### src/rtl/ovf_timer_pkg.sv
package ovf_timer_pkg;

   localparam int BYTE_W  = 8;
   localparam int SEL_W   = 2;
   localparam int OVF_BIT = 7;

   typedef enum logic [1:0] {
      RA_CNT_HI = 2'd0,
      RA_CNT_LO = 2'd1,
      RA_CTRL   = 2'd2,
      RA_STAT   = 2'd3
   } reg_addr_e;

   function automatic int unsigned div_ratio(logic [SEL_W-1:0] sel);
      int unsigned r;
      case (sel)
         2'b00:   r = 1;
         2'b01:   r = 4;
         2'b10:   r = 8;
         default: r = 16;
      endcase
      return r;
   endfunction

endpackage

### src/rtl/ovf_prescale.sv
module ovf_prescale
   import ovf_timer_pkg::*;
#(
   parameter int DIV_W = 4
) (
   input  logic             clk,
   input  logic             rst_n,
   input  logic [SEL_W-1:0] sel_req_i,
   output logic             tick_o
);

   if (DIV_W < 4) begin : g_bad_div_w
      $error("ovf_prescale: DIV_W must hold a ratio of 16");
   end

   logic [DIV_W-1:0] div_q;
   logic [SEL_W-1:0] sel_act_q;
   logic [DIV_W-1:0] terminal;

   always_comb terminal = DIV_W'(div_ratio(sel_act_q) - 1);

   assign tick_o = (div_q == terminal);

   // The selection only changes at a tick boundary, and the phase restarts there
   always_ff @(posedge clk) begin
      if (!rst_n) begin
         div_q     <= '0;
         sel_act_q <= '0;
      end else if (tick_o) begin
         div_q     <= '0;
         sel_act_q <= sel_req_i;
      end else begin
         div_q     <= div_q + 1'b1;
      end
   end

   // with any ratio above one, two ticks are never adjacent
   p_tick_gap_r1: assert property (@(posedge clk) disable iff (!rst_n)
      (tick_o && sel_req_i != 2'b00) |=> !tick_o);

endmodule

### src/rtl/ovf_counter.sv
module ovf_counter #(
   parameter int CNT_W = 16
) (
   input  logic             clk,
   input  logic             rst_n,
   input  logic             tick_i,
   output logic [CNT_W-1:0] count_o,
   output logic             wrap_o
);

   if (CNT_W < 2) begin : g_bad_cnt_w
      $error("ovf_counter: CNT_W too small");
   end

   logic [CNT_W-1:0] cnt_q;

   always_ff @(posedge clk) begin
      if (!rst_n)      cnt_q <= '0;
      else if (tick_i) cnt_q <= cnt_q + 1'b1;
   end

   assign count_o = cnt_q;
   assign wrap_o  = tick_i & (&cnt_q);

   // the count never moves without a prescaler tick
   p_count_hold_r3: assert property (@(posedge clk) disable iff (!rst_n)
      !tick_i |=> $stable(cnt_q));

endmodule

### src/rtl/ovf_regs.sv
module ovf_regs
   import ovf_timer_pkg::*;
#(
   parameter int CNT_W       = 16,
   parameter int LOCK_CYCLES = 64,
   parameter bit LATCH_LOW   = 1'b1
) (
   input  logic              clk,
   input  logic              rst_n,
   input  logic              we_i,
   input  logic              re_i,
   input  logic [1:0]        addr_i,
   input  logic [BYTE_W-1:0] wdata_i,
   output logic [BYTE_W-1:0] rdata_o,
   input  logic [CNT_W-1:0]  count_i,
   input  logic              wrap_i,
   output logic [SEL_W-1:0]  sel_o,
   output logic              irq_o
);

   localparam int WIN_W = $clog2(LOCK_CYCLES + 1);

   logic [WIN_W-1:0]  win_q;
   logic              win_open;
   logic [BYTE_W-1:0] ctrl_q;
   logic [BYTE_W-1:0] stat_q;
   logic [BYTE_W-1:0] stat_nxt;
   logic [BYTE_W-1:0] lo_byte;
   logic              wr_ctrl, wr_stat;

   assign win_open = (win_q < WIN_W'(LOCK_CYCLES));
   assign wr_ctrl  = we_i && (addr_i == RA_CTRL);
   assign wr_stat  = we_i && (addr_i == RA_STAT);

   always_ff @(posedge clk) begin
      if (!rst_n)        win_q <= '0;
      else if (win_open) win_q <= win_q + 1'b1;
   end

   // Divider field is frozen once the window closes
   always_ff @(posedge clk) begin
      if (!rst_n) begin
         ctrl_q <= '0;
      end else if (wr_ctrl) begin
         if (win_open) ctrl_q <= wdata_i;
         else          ctrl_q <= {wdata_i[BYTE_W-1:SEL_W], ctrl_q[SEL_W-1:0]};
      end
   end

   always_comb begin
      stat_nxt = stat_q;
      if (wr_stat) stat_nxt = stat_q & ~wdata_i;
      if (wrap_i)  stat_nxt[OVF_BIT] = 1'b1;
   end

   always_ff @(posedge clk) begin
      if (!rst_n) stat_q <= '0;
      else        stat_q <= stat_nxt;
   end

   if (LATCH_LOW) begin : g_latch
      logic [BYTE_W-1:0] lo_q;
      logic              lo_vld_q;
      always_ff @(posedge clk) begin
         if (!rst_n) begin
            lo_q     <= '0;
            lo_vld_q <= 1'b0;
         end else if (re_i && addr_i == RA_CNT_HI) begin
            lo_q     <= count_i[BYTE_W-1:0];
            lo_vld_q <= 1'b1;
         end else if (re_i && addr_i == RA_CNT_LO) begin
            lo_vld_q <= 1'b0;
         end
      end
      assign lo_byte = lo_vld_q ? lo_q : count_i[BYTE_W-1:0];
   end else begin : g_live
      assign lo_byte = count_i[BYTE_W-1:0];
   end

   always_comb begin
      case (addr_i)
         RA_CNT_HI: rdata_o = count_i[CNT_W-1:BYTE_W];
         RA_CNT_LO: rdata_o = lo_byte;
         RA_CTRL:   rdata_o = ctrl_q;
         default:   rdata_o = stat_q;
      endcase
   end

   assign sel_o = ctrl_q[SEL_W-1:0];
   assign irq_o = stat_q[OVF_BIT] & ctrl_q[OVF_BIT];

   // divider bits hold still after the write window
   p_sel_locked_r2: assert property (@(posedge clk) disable iff (!rst_n)
      !win_open |=> $stable(ctrl_q[SEL_W-1:0]));

   // a wrap from the counter always leaves the flag set
   p_wrap_flag_r4: assert property (@(posedge clk) disable iff (!rst_n)
      wrap_i |=> stat_q[OVF_BIT]);

   // the flag only drops on a write of one to it
   p_flag_sticky_r7: assert property (@(posedge clk) disable iff (!rst_n)
      (stat_q[OVF_BIT] && !(wr_stat && wdata_i[OVF_BIT])) |=> stat_q[OVF_BIT]);

endmodule

### src/rtl/ovf_timer16.sv
module ovf_timer16
   import ovf_timer_pkg::*;
#(
   parameter int CNT_W       = 16,
   parameter int DIV_W       = 4,
   parameter int LOCK_CYCLES = 64,
   parameter bit LATCH_LOW   = 1'b1
) (
   input  logic             clk,
   input  logic             rst_n,
   input  logic             bus_we,
   input  logic             bus_re,
   input  logic [1:0]       bus_addr,
   input  logic [7:0]       bus_wdata,
   output logic [7:0]       bus_rdata,
   output logic [CNT_W-1:0] count_o,
   output logic             irq_o
);

   if (CNT_W != 2 * BYTE_W) begin : g_bad_width
      $error("ovf_timer16: count must be exactly two bytes");
   end
   if (LOCK_CYCLES < 1) begin : g_bad_lock
      $error("ovf_timer16: LOCK_CYCLES must be positive");
   end

   logic             tick;
   logic             wrap;
   logic [SEL_W-1:0] sel;

   ovf_prescale #(.DIV_W(DIV_W)) u_prescale (
      .clk       (clk),
      .rst_n     (rst_n),
      .sel_req_i (sel),
      .tick_o    (tick)
   );

   ovf_counter #(.CNT_W(CNT_W)) u_counter (
      .clk     (clk),
      .rst_n   (rst_n),
      .tick_i  (tick),
      .count_o (count_o),
      .wrap_o  (wrap)
   );

   ovf_regs #(
      .CNT_W       (CNT_W),
      .LOCK_CYCLES (LOCK_CYCLES),
      .LATCH_LOW   (LATCH_LOW)
   ) u_regs (
      .clk     (clk),
      .rst_n   (rst_n),
      .we_i    (bus_we),
      .re_i    (bus_re),
      .addr_i  (bus_addr),
      .wdata_i (bus_wdata),
      .rdata_o (bus_rdata),
      .count_i (count_o),
      .wrap_i  (wrap),
      .sel_o   (sel),
      .irq_o   (irq_o)
   );

endmodule

### config.mk
export PLATFORM = sky130hd
export DESIGN_NAME = ovf_timer16
export DESIGN_NICKNAME = d
export VERILOG_FILES = /design/src/rtl/ovf_timer_pkg.sv /design/src/rtl/ovf_prescale.sv /design/src/rtl/ovf_counter.sv /design/src/rtl/ovf_regs.sv /design/src/rtl/ovf_timer16.sv
export SDC_FILE = /design/constraint.sdc
export NUM_CORES = 1
export LEC_CHECK = 0
export BUFFER_PORTS_ARGS = -buffer_cell sky130_fd_sc_hd__buf_2
export CORE_ASPECT_RATIO = 1.1
export CORE_MARGIN = 2
export CORE_UTILIZATION = 30
export CTS_CLUSTER_SIZE = 28
export DETAILED_ROUTE_END_ITERATION = 6
export GPL_TIMING_DRIVEN = 0
export SYNTH_ARGS = -nofsm -noshare
export SYNTH_HDL_FRONTEND = slang
export SYNTH_SLANG_ARGS = --single-unit
### constraint.sdc
create_clock -name clk -period 2.8 [get_ports clk]
set_input_delay 0.14 -clock clk [delete_from_list [all_inputs] [get_ports clk]]
set_output_delay 0.14 -clock clk [all_outputs]
set_load 0.02 [all_outputs]
==> results by group <==
Critical path
  • Crit-path max FO: 9
  • Critical R2R Launch: u_prescale.div_q[2]
  • Reg-to-Reg End: u_counter.count_o[12]
  • Slowest cell on the critical path: mux4_2
  • CP Class: reg2out
  • WP buf/inv: 2
  • Crit-path cells: clkbuf_1 -> mux2_2 -> mux4_2 -> buf_2
  • Path depth of the worst reg2reg path: 7
  • Cell family with most CP delay: multiplexers
  • Type of origin of the critical path: register
  • Critical Path AT: 2040 ps
  • Reg2reg setup slack: 670 ps
  • Critical Path RT: 2660 ps
  • Crit-path max cell delay: 460 ps
  • CP endpoint kind: primary output

Cells and area
  • Layout cells sized above 1: 0.249
  • # diodes: 0
  • Final net count: 321
  • Fill cells: 893
  • Cell area after layout: 2970 sq um
  • Layout overhead on the synthesized area: 18.3%

Pwr
  • VDD IR max: 478 uV
  • P_sw: 0.612 mW
  • Switching part of the total: 0.321
  • Comb power frac: 0.264
  • LEAKAGE: 1.18 nW
  • Flop pwr share: 0.464
  • Clock network power share: 0.272
  • Internal power: 1.29 mW
  • Power density over cell area: 642 nW/um^2

STA
  • Setup TNS: 0 ps
  • WHS: 9.92 ps
  • RSZ-0062 raised after global routing: no
  • Slew @ Worst Pin: 675 ps
  • Final Hold Fails: 0
  • Period utilization: 0.779
  • Max_slew headroom: 0.550
  • Fin crit period: 2180 ps
  • Final setup fails: 0
  • FMAX: 459 MHz
  • Post-layout worst setup margin: 620 ps
  • Pins Over Slew Limit: 0
  • Final Skew: 5.03 ps

Flow run
  • Max_cap viols: 0

Global routing
  • Largest net degree at the start of global routing: 17
  • M3 GR Usage: 0.0263
  • Met1 usage: 0.185
  • Total congestion overflow: 0
  • GR Layer Usage met2: 0.231
  • First-pass GRT wire length: 10100 microns
  • Initial antenna violation count: 0
  • GRT Util Overall: 0.139
  • Grt peak-use layer: met2
  • Vias in the first global route: 1997

Clock tree
  • H-tree levels: 2
  • Clock Latency Late Sink: 300 ps
  • Root Driver: clkbuf_8
  • Clock sink count: 54
  • Clock tree from TritonCTS: done
  • Postcts setup bufs: 0
  • CTS Buffer Depth: 2
  • Clk slew on worst S/H paths: 90 ps
  • Post-CTS Resized: 0
  • Total CTS buffers: 5

Yosys
  • Post-Syn Area: 2510 sq um
  • Synth top area cells: dfxtp_1, mux2i_1, mux4_2
  • Synth top area share: 0.430
  • Syn_area_per_cell: 9.77 sq um
  • Synth area leader: dfxtp_1
  • Seq/Total Area, Yosys: 0.430
  • Library cells used by synthesis: 40
  • Syn nets: 274
  • Seq cells post-synth: 54
  • Ys Warns: 0
  • Cells after synthesis: 257

Die
  • Initial Util: 0.305
  • DIE HEIGHT: 100 microns
  • Top Ports: 39
  • Row Count: 35
  • CORE AREA: 8230 sq um
  • Die Area: 9120 sq um
  • Die width: 91.2 microns

Route
  • DR vias/cell: 4.89
  • DRT antenna net count: 0
  • Final wirelength: 6100 microns
  • DR iter-0 viols: 121
  • DRC violations left: 0
  • Drt wl/cell: 14.7 microns
  • DR vias: 2036
  • First drt pass iteration count: 4

Worst hold path
  • Hold Crit Class: in2reg
  • Hold Path Depth: 2
  • Worst hold endpoint: u_regs.stat_q[0]
  • Hold Startpoint: bus_wdata[0]

Placed design
  • Placed Area: 2840 sq um
  • Input/output buffers: 38
  • Post-place setup slack: 671 ps
  • RD Place Congestion: 0.811
  • Placed wire-length estimate: 4430 microns

Outcome
  • Status: finished, final reports clean
==> how the worst max path moves through the flow <==
stage                       startpoint               endpoint  slack (ps)  cells after the start
4_1_cts        u_regs.g_latch.lo_vld_q           bus_rdata[1]         590                      4
5_1_grt        u_regs.g_latch.lo_vld_q           bus_rdata[1]         550                      4
2_1_floorplan  u_prescale.sel_act_q[1]  u_counter.count_o[12]         940                      7
3_3_place_gp       u_prescale.div_q[2]  u_counter.count_o[12]         730                      7
3_5_place_dp       u_prescale.div_q[2]  u_counter.count_o[12]         670                      7
6_report       u_regs.g_latch.lo_vld_q           bus_rdata[5]         620                      4
==> per-layer routing <==
layer	vias to the layer above	share of wire
li1	1020	-
met5	-	0
met3	4	0.040
met1	977	0.47
met2	35	0.47
met4	0	0.011
==> state kept, by name, indices dropped and copies added (netlist names) <==
signal / cells
u_regs.win_q: 7
u_prescale.sel_act_q: 2
u_regs.g_latch.lo_q: 8
u_regs.stat_q: 8
u_counter.count_o: 16
u_regs.g_latch.lo_vld_q: 1
u_regs.ctrl_q: 8
u_prescale.div_q: 4
==> placed cells by master, fill, tap and decap left out, types with 2 or more instances in the layout <==
master          n
ha_1            3
buf_2          39
nor2_1         30
o31ai_1         6
and3_1          5
a21oi_1        19
nand3_1        10
or2_2           2
nor4_1          3
clkbuf_8        6
buf_6           2
and4_2          2
dfxtp_1        54
or3_1           4
mux4_2          8
nand2_1        21
xnor2_1         4
mux2i_1        19
or4_1           5
o22ai_1         2
xor2_1          7
o21ai_0         6
o211ai_1        3
clkbuf_1       11
nor2_2          2
and2_1          3
dlygate4sd3_1   2
mux2_2          8
nand4_1         2
nand2b_1        4
==> synth_stat cells <==
cell	n
a21oi_1	19
a21oi_2	1
a21oi_4	1
a31oi_1	1
and2_1	3
and3_1	5
and4_1	1
and4_2	2
buf_2	1
buf_6	2
clkbuf_1	10
clkbuf_8	1
clkinv_1	1
dfxtp_1	54
ha_1	3
mux2_2	8
mux2i_1	19
mux4_2	8
nand2_1	21
nand2b_1	4
nand3_1	10
nand3b_1	1
nand4_1	2
nand4b_1	1
nor2_1	30
nor2_2	2
nor2b_1	1
nor4_1	3
o211ai_1	3
o21ai_0	6
o221a_2	1
o22ai_1	2
o31ai_1	6
or2_2	2
or3_1	4
or3_2	1
or4_1	5
or4_4	1
xnor2_1	4
xor2_1	7
==> stage by stage <==
stage                     cells   util  power, mW
after floorplan             257      -       1.26
after global placement      406  0.345       1.39
after detailed placement    406  0.345       1.41
after CTS                   416  0.361       1.93
after global routing        416  0.361       2.01
final                       416  0.361       1.91
==> what timing repair did <==
item,CTS,global route
setup endpoints to repair,0,0
hold buffers,2,0
hold endpoints to repair,2,0
==> final cells by class <==
type	instances	area [sq um]	area share
Buffer	14	78.8	0.0265
Clock buffer	6	72.6	0.0244
Clock inverter	2	37.5	0.0126
Inverter	1	3.75	0.00126
Multi-Input combinational cell	188	1350	0.454
Sequential cell	54	1080	0.364
Tap cell	111	139	0.0468
Timing Repair Buffer	40	210	0.0708
==> cells by family (layout without fill, tap and decap cells) <==
| logic type | count (synthesis) | after routing | share of synthesized area |
|---|---|---|---|
| AOI/OAI and AO/OA | 40 | 40 | 0.0987 |
| xor gates and xnor gates | 11 | 11 | 0.0384 |
| adders and majority gates | 3 | 3 | 0.0149 |
| buffers and inverters | 15 | 63 | 0.0329 |
| DFF | 54 | 54 | 0.430 |
| muxes | 35 | 35 | 0.183 |
| and+or+nand+nor | 99 | 99 | 0.201 |
==> power by group through the flow <==
stage / Combinational, mW / Clock, mW / Sequential, mW
after floorplan: 0.362 / 0 / 0.897
after global placement: 0.497 / 0 / 0.898
after detailed placement: 0.506 / 0 / 0.900
after CTS: 0.510 / 0.536 / 0.883
after global routing: 0.555 / 0.563 / 0.893
final: 0.503 / 0.519 / 0.885
No activity file was read; power rests on OpenSTA's default activity.
